**src/rtl/rx_deser_pkg.sv**
```systemverilog
package rx_deser_pkg;
  typedef enum logic {TIM_REF = 1'b0, TIM_REC = 1'b1} tim_mode_e;
  typedef enum logic [1:0] {SRC_A = 2'd0, SRC_B = 2'd1, SRC_LOOP = 2'd2} src_e;
endpackage

```
**src/rtl/rx_src_sel.sv**
```systemverilog
module rx_src_sel
  import rx_deser_pkg::*;
(
  input  logic clk_i,
  input  logic rst_ni,
  input  logic lane_a_i,
  input  logic lane_b_i,
  input  logic loop_bit_i,
  input  logic loop_en_i,
  input  logic lane_b_sel_i,
  output logic bit_o
);
  src_e src;
  logic bit_d;

  always_comb begin
    if (loop_en_i)         src = SRC_LOOP;
    else if (lane_b_sel_i) src = SRC_B;
    else                   src = SRC_A;
  end

  always_comb begin
    unique case (src)
      SRC_LOOP: bit_d = loop_bit_i;
      SRC_B:    bit_d = lane_b_i;
      default:  bit_d = lane_a_i;
    endcase
  end

  always_ff @(posedge clk_i or negedge rst_ni) begin
    if (!rst_ni) bit_o <= 1'b0;
    else         bit_o <= bit_d;
  end


  loop_override_chk: assert property (@(posedge clk_i) disable iff (!rst_ni)
    loop_en_i |=> bit_o == $past(loop_bit_i));

  lane_b_pick_chk: assert property (@(posedge clk_i) disable iff (!rst_ni)
    (!loop_en_i && lane_b_sel_i) |=> bit_o == $past(lane_b_i));

  lane_a_pick_chk: assert property (@(posedge clk_i) disable iff (!rst_ni)
    (!loop_en_i && !lane_b_sel_i) |=> bit_o == $past(lane_a_i));
endmodule

```
**src/rtl/rx_act_det.sv**
```systemverilog
module rx_act_det #(
  parameter int WIN = 64
) (
  input  logic clk_i,
  input  logic rst_ni,
  input  logic bit_i,
  input  logic sig_det_i,
  output logic present_o
);
  localparam int QW = (WIN > 2) ? $clog2(WIN) : 1;
  localparam logic [QW-1:0] QLAST = QW'(WIN - 1);

  logic          prev_q;
  logic          pres_q;
  logic [QW-1:0] quiet_q;
  logic          toggle;

  assign toggle    = bit_i ^ prev_q;
  assign present_o = pres_q & sig_det_i;

  always_ff @(posedge clk_i or negedge rst_ni) begin
    if (!rst_ni) begin
      prev_q  <= 1'b0;
      pres_q  <= 1'b0;
      quiet_q <= '0;
    end else begin
      prev_q <= bit_i;
      if (toggle) begin
        pres_q  <= 1'b1;
        quiet_q <= '0;
      end else if (quiet_q == QLAST) begin
        pres_q  <= 1'b0;
      end else begin
        quiet_q <= quiet_q + 1'b1;
      end
    end
  end


  absent_after_win_chk: assert property (@(posedge clk_i) disable iff (!rst_ni)
    $fell(pres_q) |-> $past(quiet_q) == QLAST);

  present_on_toggle_chk: assert property (@(posedge clk_i) disable iff (!rst_ni)
    $rose(pres_q) |-> $past(bit_i) != $past(prev_q));
endmodule

```
**src/rtl/rx_byte_timer.sv**
```systemverilog
module rx_byte_timer
  import rx_deser_pkg::*;
#(
  parameter int W = 16
) (
  input  logic clk_i,
  input  logic rst_ni,
  input  logic present_i,
  input  logic ref_stb_i,
  output logic bnd_o,
  output logic stb_o
);
  localparam int CW = $clog2(W);
  localparam logic [CW-1:0] CLAST = CW'(W - 1);

  tim_mode_e     mode_q;
  logic [CW-1:0] cnt_q;

  always_comb bnd_o = (mode_q == TIM_REC) ? (cnt_q == CLAST) : ref_stb_i;

  always_ff @(posedge clk_i or negedge rst_ni) begin
    if (!rst_ni) begin
      mode_q <= TIM_REF;
      cnt_q  <= '0;
      stb_o  <= 1'b0;
    end else begin
      stb_o <= bnd_o;
      cnt_q <= bnd_o ? '0 : cnt_q + 1'b1;
      if (bnd_o) mode_q <= present_i ? TIM_REC : TIM_REF;
    end
  end


  mode_at_boundary_chk: assert property (@(posedge clk_i) disable iff (!rst_ni)
    !$stable(mode_q) |-> stb_o);

  strobe_phase_chk: assert property (@(posedge clk_i) disable iff (!rst_ni)
    stb_o |-> cnt_q == '0);

  ref_follow_chk: assert property (@(posedge clk_i) disable iff (!rst_ni)
    (mode_q == TIM_REF && $past(mode_q == TIM_REF) && $past(rst_ni))
      |-> stb_o == $past(ref_stb_i));
endmodule

```
**src/rtl/rx_word_asm.sv**
```systemverilog
module rx_word_asm #(
  parameter int W = 16
) (
  input  logic         clk_i,
  input  logic         rst_ni,
  input  logic         bit_i,
  input  logic         bnd_i,
  output logic [W-1:0] word_o
);
  logic [W-1:0] sh_q;
  logic [W-1:0] sh_d;

  // newest bit enters at the top, so the oldest ends at bit 0
  assign sh_d = {bit_i, sh_q[W-1:1]};

  always_ff @(posedge clk_i or negedge rst_ni) begin
    if (!rst_ni) begin
      sh_q   <= '0;
      word_o <= '0;
    end else begin
      sh_q <= sh_d;
      if (bnd_i) word_o <= sh_d;
    end
  end


  newest_top_chk: assert property (@(posedge clk_i) disable iff (!rst_ni)
    bnd_i |=> word_o[W-1] == $past(bit_i));

  word_hold_chk: assert property (@(posedge clk_i) disable iff (!rst_ni)
    !bnd_i |=> $stable(word_o));
endmodule

```
**src/rtl/rx_deser.sv**
```systemverilog
module rx_deser #(
  parameter int W       = 16,
  parameter int ACT_WIN = 64
) (
  input  logic         clk_i,
  input  logic         rst_ni,
  input  logic         lane_a_i,
  input  logic         lane_b_i,
  input  logic         loop_bit_i,
  input  logic         loop_en_i,
  input  logic         lane_b_sel_i,
  input  logic         sig_det_i,
  input  logic         ref_stb_i,
  output logic [W-1:0] word_o,
  output logic         byte_stb_o
);
  logic sel_bit;
  logic present;
  logic bnd;

  rx_src_sel u_src (
    .clk_i        (clk_i),
    .rst_ni       (rst_ni),
    .lane_a_i     (lane_a_i),
    .lane_b_i     (lane_b_i),
    .loop_bit_i   (loop_bit_i),
    .loop_en_i    (loop_en_i),
    .lane_b_sel_i (lane_b_sel_i),
    .bit_o        (sel_bit)
  );

  rx_act_det #(.WIN(ACT_WIN)) u_act (
    .clk_i     (clk_i),
    .rst_ni    (rst_ni),
    .bit_i     (sel_bit),
    .sig_det_i (sig_det_i),
    .present_o (present)
  );

  rx_byte_timer #(.W(W)) u_tim (
    .clk_i     (clk_i),
    .rst_ni    (rst_ni),
    .present_i (present),
    .ref_stb_i (ref_stb_i),
    .bnd_o     (bnd),
    .stb_o     (byte_stb_o)
  );

  rx_word_asm #(.W(W)) u_asm (
    .clk_i  (clk_i),
    .rst_ni (rst_ni),
    .bit_i  (sel_bit),
    .bnd_i  (bnd),
    .word_o (word_o)
  );
endmodule

```
**config.mk**
```make
export PLATFORM = sky130hd
export DESIGN_NAME = rx_deser
export DESIGN_NICKNAME = d
export VERILOG_FILES = /design/src/rtl/rx_deser_pkg.sv /design/src/rtl/rx_src_sel.sv /design/src/rtl/rx_act_det.sv /design/src/rtl/rx_byte_timer.sv /design/src/rtl/rx_word_asm.sv /design/src/rtl/rx_deser.sv
export SDC_FILE = /design/constraint.sdc
export NUM_CORES = 1
export LEC_CHECK = 0
export CORE_MARGIN = 2
export CORE_UTILIZATION = 40
export DETAILED_ROUTE_END_ITERATION = 8
export DONT_BUFFER_PORTS = 1
export SYNTH_ARGS = -nofsm -noshare
export SYNTH_HDL_FRONTEND = slang
export SYNTH_SLANG_ARGS = --single-unit
```
**constraint.sdc**
```tcl
create_clock -name clk_i -period 4.39 [get_ports clk_i]
set_clock_uncertainty 0.05 [all_clocks]
set_input_delay 0 -clock clk_i [delete_from_list [all_inputs] [get_ports clk_i]]
set_output_delay 0 -clock clk_i [all_outputs]
set_load 0.01 [all_outputs]
```
Word level (Yosys, flattened, before mapping). Index checks and enable logic that the tools add are counted.

Input bits: 9. Register bits after elaboration: 47.

Reduce and logical (&&, ||, !) cells: 1. $add $sub $neg: 2. Eq/ne operators: 5. Bitwise operators: 2. Multiplexer cells: 10.

Operators with widths (count): 2-to-1 mux 6 bit (2); adder 6 x 1 -> 6 bit (second input constant) (1); == test 6 bit (second input constant) (1); 2-to-1 mux 1 bit (5); adder 4 x 1 -> 4 bit (second input constant) (1); == test 4 bit (second input constant) (1); 2-to-1 mux 4 bit (1); == test 2 x 1 -> 1 bit (second input constant) (1); == test 2 bit (second input constant) (1); 2-to-1 mux 2 bit (1); inequality test 2 x 1 -> 1 bit (second input constant) (1); one-hot mux 1 bit (2 select lines) (1); nonzero test 2 bit (1); bitwise AND 1 bit (1); bitwise XOR 1 bit (1).

Depth between registers and ports, before layout. Gate-level depths: netlist of the first run.

Depth in word-level cells: 4. Depth in mapped cells: 6. Gate-level depth less buffers: 5.

Cells and area by module. A second synthesis of the first run with hierarchy kept.

Cells, all modules: 108. Area total of the unflattened synthesis: 1706.6 µm².

Modules (own cells, without submodules): rx_word_asm (instances 1, area an instance 1024.7 µm², cells an instance 49); rx_act_det (instances 1, area an instance 394.1 µm², cells an instance 34); rx_byte_timer (instances 1, area an instance 244.0 µm², cells an instance 21); rx_src_sel (instances 1, area an instance 43.8 µm², cells an instance 4).

Worst setup path before layout of the first run. Ideal clock, no wire load.

Path type: register to register. From: reg u_tim.cnt_q[0]. To: reg u_asm.word_o[0]. Buffers on the path: 1. Arrival: 1.505 ns. Stages on the path, launching flop included: 6. Slack: 2.710 ns. Cells stage by stage: dfrtp_1 ha_1 and3_4 mux2i_4 buf_12 mux2_4.

Word-level cells in the longest chain between the ends: 2.

RTL lines: from (decl) (RTL line rx_byte_timer.sv:17) `logic [CW-1:0] cnt_q;`; from (signal assigned) (RTL line rx_byte_timer.sv:28) `cnt_q <= bnd_o ? '0 : cnt_q + 1'b1;`; == test 4 bit (RTL line rx_byte_timer.sv:19) `always_comb bnd_o = (mode_q == TIM_REC) ? (cnt_q == CLAST) : ref_stb_i;`; 2-to-1 mux 1 bit (RTL line rx_byte_timer.sv:19); to (signal assigned) (RTL line rx_word_asm.sv:19) `word_o <= '0;`; to (signal assigned) (RTL line rx_word_asm.sv:22) `if (bnd_i) word_o <= sh_d;`; to (decl) (RTL line rx_word_asm.sv:8) `output logic [W-1:0] word_o`.

No other way between the ends. A chain may end at the register's enable or synchronous reset.

Worst setup path after layout of the first run.
From: reg u_tim.cnt_q[0]. To: reg u_asm.word_o[6].

Same word-level chain as after synthesis.

==> flow_summary.ini, run 1 <==
[finish]
ff_latch_area_um2 = 1130
area_growth_pct = 13.5
fin_cells = 168
final_nets = 128
drive_gt1_frac = 0.246
num-fill-cells = 357
multi_input_area_um2 = 480
n_antenna_cell = 0

[clocking]
cts_htree_levels = 2
cts_resized = 0
cts_sinks = 45
cts_buffers = 5
clk_latency_ns = 0.29
root_buffer = clkbuf_8
clock_path_buffers = 2
cts_tree = yes
path_clk_slew_ns = 0.08

[timing]
fin_crit_ns = 2.00
tns_ns = 0
hold_ws_ns = 0.0462
setup_viol_count_final = 0
max_slew_margin = 0.438
finalCritPeriodShare = 0.455
drv_slew = 0
hold_viol = 0
rsz0062_at_grt = false
worstMarginPinSlew_ns = 0.825
clock.fmax_mhz = 500
worst_slack_ns = 2.39

[grt]
grt_pass1_vias = 902
grt_pass1_wl_mm = 4.24
overflow = 0
grt_max_degree = 46
antenna_found_initial = 0
grtUsageTotal = 0.131

[worst_setup_path]
worst_r2r_endpoint = u_asm.word_o[6]$_DFFE_PN0N_
crit_cells = 4
cpPeakStageDelay_ns = 0.63
r2r-start = u_tim.cnt_q[0]$_DFF_PN0_
rr_worst_depth = 4
crit_fanout = 18
crit_arrival_ns = 2.13
cp-startpoint = u_tim.cnt_q[0]$_DFF_PN0_
critical-path-slowest-cell = mux2i_4
crit_buf_inv = 0
cp_top_family = multiplexers
cp.required_ns = 4.52
cp-start-kind = flip-flop
cp_cell_sequence = ha_1, and3_4, mux2i_4, mux2_2
rrSetupSlack_ns = 2.39
setup.worst_path.end_class = flip-flop
crit_type = reg -> reg

[synthesis]
synth_top_flop_cell = dfrtp_1
synth_cell_types = 22
synth_seq_area_share = 0.688
netlist_area_um2 = 1640
ys.warnings.count = 0
synthArstFlopShare = 1.00
synthCells = 105
syn_avg_cell_area_um2 = 15.6
synthesis.nets = 116
ys_ff_latch = 45
synth_edf_count = 0

[worst_hold_path]
min_path_type = in -> reg
hold_end = u_tim.stb_o$_DFF_PN0_
hold_start = ref_stb_i
hold_depth = 2

[run]
max_cap_viol_count = 0

[power]
leakage_nw = 0.880
ir_worst_vdd_uv = 297
p_per_area_nw_per_um2 = 617
total_power_mw = 1.15

[routing]
drc = 0
vias = 861
ant_nets = 0
wire_per_inst_um = 15.2
routed_wl_mm = 2.55
drtIter0Drc = 48
viasPerCell = 5.13
dr.pass1.iters = 4

[floorplanning]
initial_core_util = 0.412
pin_count = 26
core_um2 = 3970
die_w_um = 68.0
die_h_um = 68.0
rows = 23
dieArea_um2 = 4620

[place]
placedCellCount = 154
dp_hpwl_mm = 1.64
pre_cts_ws_ns = 2.38
gp_congestion = 0.711
io_buffers = 0

[run_status]
status = finished clean
[synthesized netlist by cell type (2+ instances only)]
| cell | count | area, um2 |
|---|---|---|
| a31oi_1 | 2 | 12.5 |
| and3_1 | 3 | 18.8 |
| dfrtp_1 | 45 | 1130 |
| ha_1 | 2 | 25.0 |
| inv_1 | 2 | 7.51 |
| mux2_2 | 8 | 90.1 |
| mux2_4 | 8 | 120 |
| mux2i_1 | 2 | 20.0 |
| nand2_1 | 5 | 18.8 |
| nand3_1 | 5 | 25.0 |
| nor2_1 | 3 | 11.3 |
| o211ai_1 | 2 | 15.0 |
| o21ai_0 | 8 | 40.0 |
| xnor2_1 | 2 | 17.5 |
[cell usage in the layout (no fill, tap or decap), types with 2 or more instances in the layout]
| cell type | count |
|---|---|
| dfrtp_1 | 45 |
| o21ai_0 | 8 |
| mux2_4 | 8 |
| mux2_2 | 8 |
| clkbuf_8 | 7 |
| nand2_1 | 5 |
| nand3_1 | 5 |
| dlygate4sd3_1 | 5 |
| nor2_1 | 3 |
| and3_1 | 3 |
| xnor2_1 | 2 |
| mux2i_1 | 2 |
| inv_1 | 2 |
| a31oi_1 | 2 |
| o211ai_1 | 2 |
| ha_1 | 2 |
[stage by stage]
step | utilization | instance area [um2]
6_report | 0.468 | 1860
5_1_grt | 0.468 | 1860
4_1_cts | 0.468 | 1860
3_5_place_dp | 0.423 | 1680
3_3_place_gp | 0.423 | 1680
2_1_floorplan | - | 1640
[report_power, final]
part,leakage [nW],total [mW],switching [mW],internal (mW)
clock,0.0542,0.270,0.127,0.142
sequential,0.549,0.647,0.115,0.532
combinational,0.277,0.231,0.0855,0.146
[sequential cells by signal, indices dropped and copies added (netlist names)]
register,cells
u_act.prev_q,1
u_src.bit_o,1
u_asm.word_o,16
u_asm.sh_q,14
u_tim.mode_q,1
u_act.quiet_q,6
u_tim.cnt_q,4
u_act.pres_q,1
u_tim.stb_o,1
[what timing repair did]
item / CTS / global route
buffers inserted: 0 / 0
hold buffers: 6 / 0
hold endpoints to repair: 47 / 0
endpoints found under the setup margin: 0 / 0
[logic make-up (layout without fill, tap and decap cells)]
family / count (synthesis) / count (layout) / share of synthesized area
AOI/OAI and AO/OA: 13 / 13 / 0.0474
xor gates and xnor gates: 3 / 3 / 0.0160
adders and majority gates: 2 / 2 / 0.0153
buffers and inverters: 4 / 17 / 0.0191
DFF: 45 / 45 / 0.688
muxes: 19 / 19 / 0.154
and+or+nand+nor: 19 / 19 / 0.0604
[per-layer routing]
metal | GRT usage | part of all wire
met3 | 0.0658 | 0.093
met4 | 0.0600 | 0.020
met2 | 0.195 | 0.48
met1 | 0.157 | 0.41
met5 | 0 | 0
[worst max-delay path by stage]
stage	to	slack, ns
6_report	u_asm.word_o[6]$_DFFE_PN0N_	2.39
5_1_grt	u_asm.word_o[7]$_DFFE_PN0N_	2.30
4_1_cts	u_asm.word_o[6]$_DFFE_PN0N_	2.36
3_5_place_dp	u_asm.word_o[6]$_DFFE_PN0N_	2.38
3_3_place_gp	u_asm.word_o[8]$_DFFE_PN0N_	2.45
2_1_floorplan	u_asm.word_o[0]$_DFFE_PN0N_	2.71
[cell type report]
class                   instances  share of cell area
multi-input cells              56               0.258
repair buffers                  6              0.0417
well taps                      50              0.0336
clock inverters                 1             0.00269
flip-flops and latches         45               0.606
inverters                       3             0.00606
clock buffers                   7              0.0518
Note: power is estimated with default switching activity, not from simulation.
==> run 2: changes to the inputs <==
Clock period 4.39 ns to 1.8 ns, I/O delays scaled along.
==> run 2 against run 1 <==
  * Utilization is 0.094 points higher
  * Clock power is 120% higher
  * Largest cell class unchanged
  * Sequential cell count stayed put
  * Critical path type unchanged
  * Combinational power is 150% higher
  * Design area is 0.20% higher
  * First-iteration DRC count is 65% higher
==> flow_summary.ini, run 2 (synthesis results as in run 1) <==
[clocking]
cts_htree_levels = 2
cts_buffers = 5
clock_path_buffers = 2
cts_sinks = 45
root_buffer = clkbuf_8
path_clk_slew_ns = 0.08
clk_latency_ns = 0.28
cts_tree = yes
cts_resized = 0

[worst_setup_path]
cp_cell_sequence = ha_1, and3_4, mux2i_4, buf_4, mux2_2
crit_arrival_ns = 1.78
crit_fanout = 10
critical-path-slowest-cell = dfrtp_1
setup.worst_path.end_class = flip-flop
rr_worst_depth = 5
cp.required_ns = 1.92
cpPeakStageDelay_ns = 0.40
cp_top_family = multiplexers
cp-start-kind = flip-flop
crit_type = reg -> reg
crit_cells = 5
crit_buf_inv = 1

[routing]
ant_nets = 0
vias = 823
routed_wl_mm = 2.37
dr.pass1.iters = 4
drtIter0Drc = 79
drc = 0
viasPerCell = 4.87
wire_per_inst_um = 14.0

[run_status]
status = finished clean

[timing]
drv_slew = 0
max_slew_margin = 0.595
finalCritPeriodShare = 0.925
worstMarginPinSlew_ns = 0.603
clock.fmax_mhz = 600
rsz0062_at_grt = false
tns_ns = 0
hold_ws_ns = 0.00913
fin_crit_ns = 1.67
hold_viol = 0
setup_viol_count_final = 0

[run]
max_cap_viol_count = 0

[floorplanning]
core_um2 = 3970
die_h_um = 68.0
pin_count = 26
die_w_um = 68.0
rows = 23
dieArea_um2 = 4620
initial_core_util = 0.412

[grt]
grt_pass1_wl_mm = 3.88
grt_max_degree = 46
antenna_found_initial = 0
grtUsageTotal = 0.117
overflow = 0
grt_pass1_vias = 846

[place]
io_buffers = 0
gp_congestion = 0.724
dp_hpwl_mm = 1.59

[power]
switching_share = 0.285
p_comb_frac = 0.208
p_per_area_nw_per_um2 = 1480
p_int_mw = 1.97
ir_worst_vdd_uv = 796
seq_power_share = 0.572
p_clk_frac = 0.220
p_sw_mw = 0.784
total_power_mw = 2.75
leakage_nw = 0.877

[finish]
layout_common_cells = dfrtp_1, o21ai_0, mux2_4, mux2_2, clkbuf_8
final_nets = 130
drive_gt1_frac = 0.252
largest_reg_flops = 16
layout_commonest_cell = dfrtp_1
reg_top3 = u_asm.word_o: 16 flops, u_asm.sh_q: 14 flops, u_act.quiet_q: 6 flops
area_growth_pct = 13.8
n_antenna_cell = 0
largest_register = u_asm.word_o

[worst_hold_path]
min_path_type = in -> reg
hold_depth = 3
[run 2: cell types whose count changed in the layout (fill, tap and decap cells not counted), sizes merged]
| cell | change |
|---|---|
| clkinvlp | +1 |
| clkbuf | -1 |
| buf | +2 |
| clkinv | -1 |
[run 2: tightest hold or removal path, stage by stage]
cell     delay (ns)
mux2i_4        0.04
buf_4          0.18
inv_2          0.08
[run 2: stage by stage]
step | utilization | worst slack [ns] | area, um2 | instances
6_report | 0.469 | 0.134 | 1860 | 169
5_1_grt | 0.469 | 0.0696 | 1860 | 169
4_1_cts | 0.469 | 0.139 | 1860 | 169
3_5_place_dp | 0.427 | 0.145 | 1700 | 156
3_3_place_gp | 0.427 | 0.183 | 1700 | 156
2_1_floorplan | - | 0.120 | 1640 | 105
[run 2: final cells by class]
class | instances | area (um2)
tap | 50 | 62.6
clock inverter | 1 | 7.51
clock buffer | 6 | 82.6
timing repair buffer | 8 | 92.6
inverter | 3 | 11.3
sequential | 45 | 1130
fill | 358 | 2110
multi-input combinational | 56 | 480
[run 2: routing by layer]
| layer | part of all wire | vias up | GRT usage |
|---|---|---|---|
| met5 | 0 | - | 0 |
| met1 | 0.44 | 403 | 0.143 |
| met2 | 0.47 | 28 | 0.178 |
| met4 | 0.010 | 0 | 0.0525 |
| met3 | 0.082 | 2 | 0.0526 |
| li1 | - | 390 | - |
[run 2: timing repair]
item	in CTS	in global routing
endpoints found under the hold margin	47	0
buffers inserted	0	0
hold buffers	6	0
[run 2: final timing paths]
kind,start,end,slack (ns)
max in group asynchronous,rst_ni,u_act.quiet_q[4]$_DFFE_PN0P_,1.34
min in group asynchronous,rst_ni,u_asm.sh_q[6]$_DFF_PN0_,0.17
max,u_tim.cnt_q[0]$_DFF_PN0_,u_asm.word_o[5]$_DFFE_PN0N_,0.13
min reg2reg,u_asm.sh_q[7]$_DFF_PN0_,u_asm.sh_q[6]$_DFF_PN0_,0.32
max reg2reg,u_tim.cnt_q[0]$_DFF_PN0_,u_asm.word_o[5]$_DFFE_PN0N_,0.13
min,ref_stb_i,u_tim.stb_o$_DFF_PN0_,0.009
[run 2: power groups by stage]
stage	Sequential [mW]	Clock, mW	Combinational [mW]
2_1_floorplan	1.54	0	0.490
3_3_place_gp	1.59	0	0.522
3_5_place_dp	1.60	0	0.542
4_1_cts	1.58	0.632	0.584
5_1_grt	1.63	0.680	0.634
6_report	1.57	0.605	0.573
==> run 3: changes to the inputs <==
Settings changed: CORE_MARGIN 2 to 3.
==> run 3 against run 2 <==
  * Fmax up 0.76%
  * Cell count down 0.59%
  * Non-clock buffer count up 1
  * Power down 0.11%
  * Routed wire length up 1.6%
  * Largest power group unchanged
  * Global-route usage down 0.84 points
  * Sequential power about the same
  * Critical path depth unchanged
  * Sequential share of layout area about the same
  * Highest routed layer unchanged
  * Largest cell class unchanged
  * Design area about the same
==> flow_summary.ini, run 3 (synthesis results as in run 1) <==
[timing]
worstMarginPinSlew_ns = 0.222
hold_viol = 0
clock.fmax_mhz = 605
max_slew_margin = 0.852
drv_slew = 0
setup_viol_count_final = 0
finalCritPeriodShare = 0.918
tns_ns = 0
rsz0062_at_grt = false
fin_crit_ns = 1.65

[worst_setup_path]
crit_fanout = 10
crit_arrival_ns = 1.77
crit_type = reg -> reg
crit_buf_inv = 1
cp.required_ns = 1.92
setup.worst_path.end_class = flip-flop
critical-path-slowest-cell = dfrtp_1
cp-start-kind = flip-flop
cp_top_family = multiplexers
cpPeakStageDelay_ns = 0.40
cp_cell_sequence = ha_1, and3_4, mux2i_4, buf_4, mux2_4

[clocking]
root_buffer = clkbuf_8
cts_buffers = 5
path_clk_slew_ns = 0.08
cts_sinks = 45
clock_path_buffers = 2
cts_htree_levels = 2
clk_latency_ns = 0.28
cts_tree = yes
cts_resized = 0

[grt]
grt_pass1_vias = 913
grt_max_degree = 46
grt_pass1_wl_mm = 4.17
grt_use_met2 = 0.161
grtUsageTotal = 0.109
grtUsageMet3 = 0.0590
top_usage_layer = met2
antenna_found_initial = 0
grt_use_met1 = 0.129
overflow = 0

[finish]
final_nets = 131
largest_reg_flops = 16
layout_common_cells = dfrtp_1, o21ai_0, mux2_4, mux2_2, clkbuf_8
fin_util = 0.491
area_growth_pct = 13.8
drive_gt1_frac = 0.250
num-fill-cells = 340
n_antenna_cell = 0
largest_register = u_asm.word_o
reg_top3 = u_asm.word_o: 16 flops, u_asm.sh_q: 14 flops, u_act.quiet_q: 6 flops
layout_commonest_cell = dfrtp_1

[place]
io_buffers = 0
dp_hpwl_mm = 1.64
gp_congestion = 0.735

[floorplanning]
rows = 22
pin_count = 26
dieArea_um2 = 4900
die_h_um = 70.0
initial_core_util = 0.431
die_w_um = 70.0
core_um2 = 3800

[routing]
viasPerCell = 5.05
dr.pass1.iters = 4
wire_per_inst_um = 14.3
drc = 0
drtIter0Drc = 38
routed_wl_mm = 2.41
vias = 849
ant_nets = 0

[power]
p_comb_frac = 0.208
switching_share = 0.282
seq_power_share = 0.574
ir_worst_vdd_uv = 637
p_per_area_nw_per_um2 = 1480
p_int_mw = 1.98
p_sw_mw = 0.775
leakage_nw = 0.883
p_clk_frac = 0.218

[run]
max_cap_viol_count = 0

[run_status]
status = finished clean

[worst_hold_path]
min_path_type = in -> reg
==> run 3: cell count changes in the layout (fill, tap and decap cells not counted), sizes merged <==
cell      before  now
buf            3    4
clkbuf         6    7
clkinvlp       1    0
==> run 3: final timing paths <==
kind / from / depth (start not counted) / end / slack (ns)
worst max-delay path: u_tim.cnt_q[0]$_DFF_PN0_ / 5 / u_asm.word_o[10]$_DFFE_PN0N_ / 0.15
worst min-delay path: ref_stb_i / 3 / u_tim.stb_o$_DFF_PN0_ / 0.03
worst max register to register: u_tim.cnt_q[0]$_DFF_PN0_ / 5 / u_asm.word_o[10]$_DFFE_PN0N_ / 0.15
worst min register to register: u_asm.sh_q[7]$_DFF_PN0_ / 0 / u_asm.sh_q[6]$_DFF_PN0_ / 0.32
max in group asynchronous: rst_ni / 2 / u_asm.word_o[10]$_DFFE_PN0N_ / 1.33
min in group asynchronous: rst_ni / 2 / u_asm.word_o[6]$_DFFE_PN0N_ / 0.17
==> run 3: metrics by stage <==
stage          hold slack, ns  total power [mW]  area, um2  cells  setup slack, ns
2_1_floorplan          -0.346              2.03       1640    105            0.120
3_3_place_gp           -0.344              2.13       1700    155            0.187
3_5_place_dp           -0.345              2.15       1700    155            0.148
4_1_cts                0.0269              2.80       1860    168            0.139
5_1_grt                0.0328              2.92       1860    168           0.0993
6_report               0.0322              2.75       1860    168            0.147
==> run 3: power groups by stage <==
stage	clock, mW	combinational (mW)	sequential (mW)
finish	0.600	0.572	1.58
global route	0.672	0.629	1.62
CTS	0.629	0.585	1.59
detailed placement	0	0.547	1.61
global placement	0	0.526	1.60
floorplan	0	0.490	1.54
==> run 3: metal layers <==
| metal | vias to the layer above | part of all wire | wire length [um] |
|---|---|---|---|
| met5 | - | 0 | 0 |
| met4 | 0 | 0.0079 | 19 |
| met3 | 4 | 0.084 | 202 |
| met2 | 24 | 0.46 | 1100 |
| met1 | 426 | 0.45 | 1090 |
| li1 | 395 | - | - |
==> run 3: area by class of cell <==
| class | instances | area, um2 | area share |
|---|---|---|---|
| tap | 48 | 60.1 | 0.0322 |
| inverter | 3 | 11.3 | 0.00604 |
| clock buffer | 7 | 86.3 | 0.0463 |
| multi-input combinational | 56 | 480 | 0.258 |
| timing repair buffer | 9 | 100 | 0.0537 |
| sequential | 45 | 1130 | 0.604 |
==> run 3: timing repair <==
action | CTS | global route
hold endpoints to repair | 47 | 0
hold buffers | 6 | 0
setup buffers | 0 | 0
==> run 3: worst reg2reg max path, cell delays in order, from the launching register on <==
cell and delay [ns]:
dfrtp_1 0.40, ha_1 0.23, and3_4 0.17, mux2i_4 0.14
buf_4 0.24, mux2_4 0.32
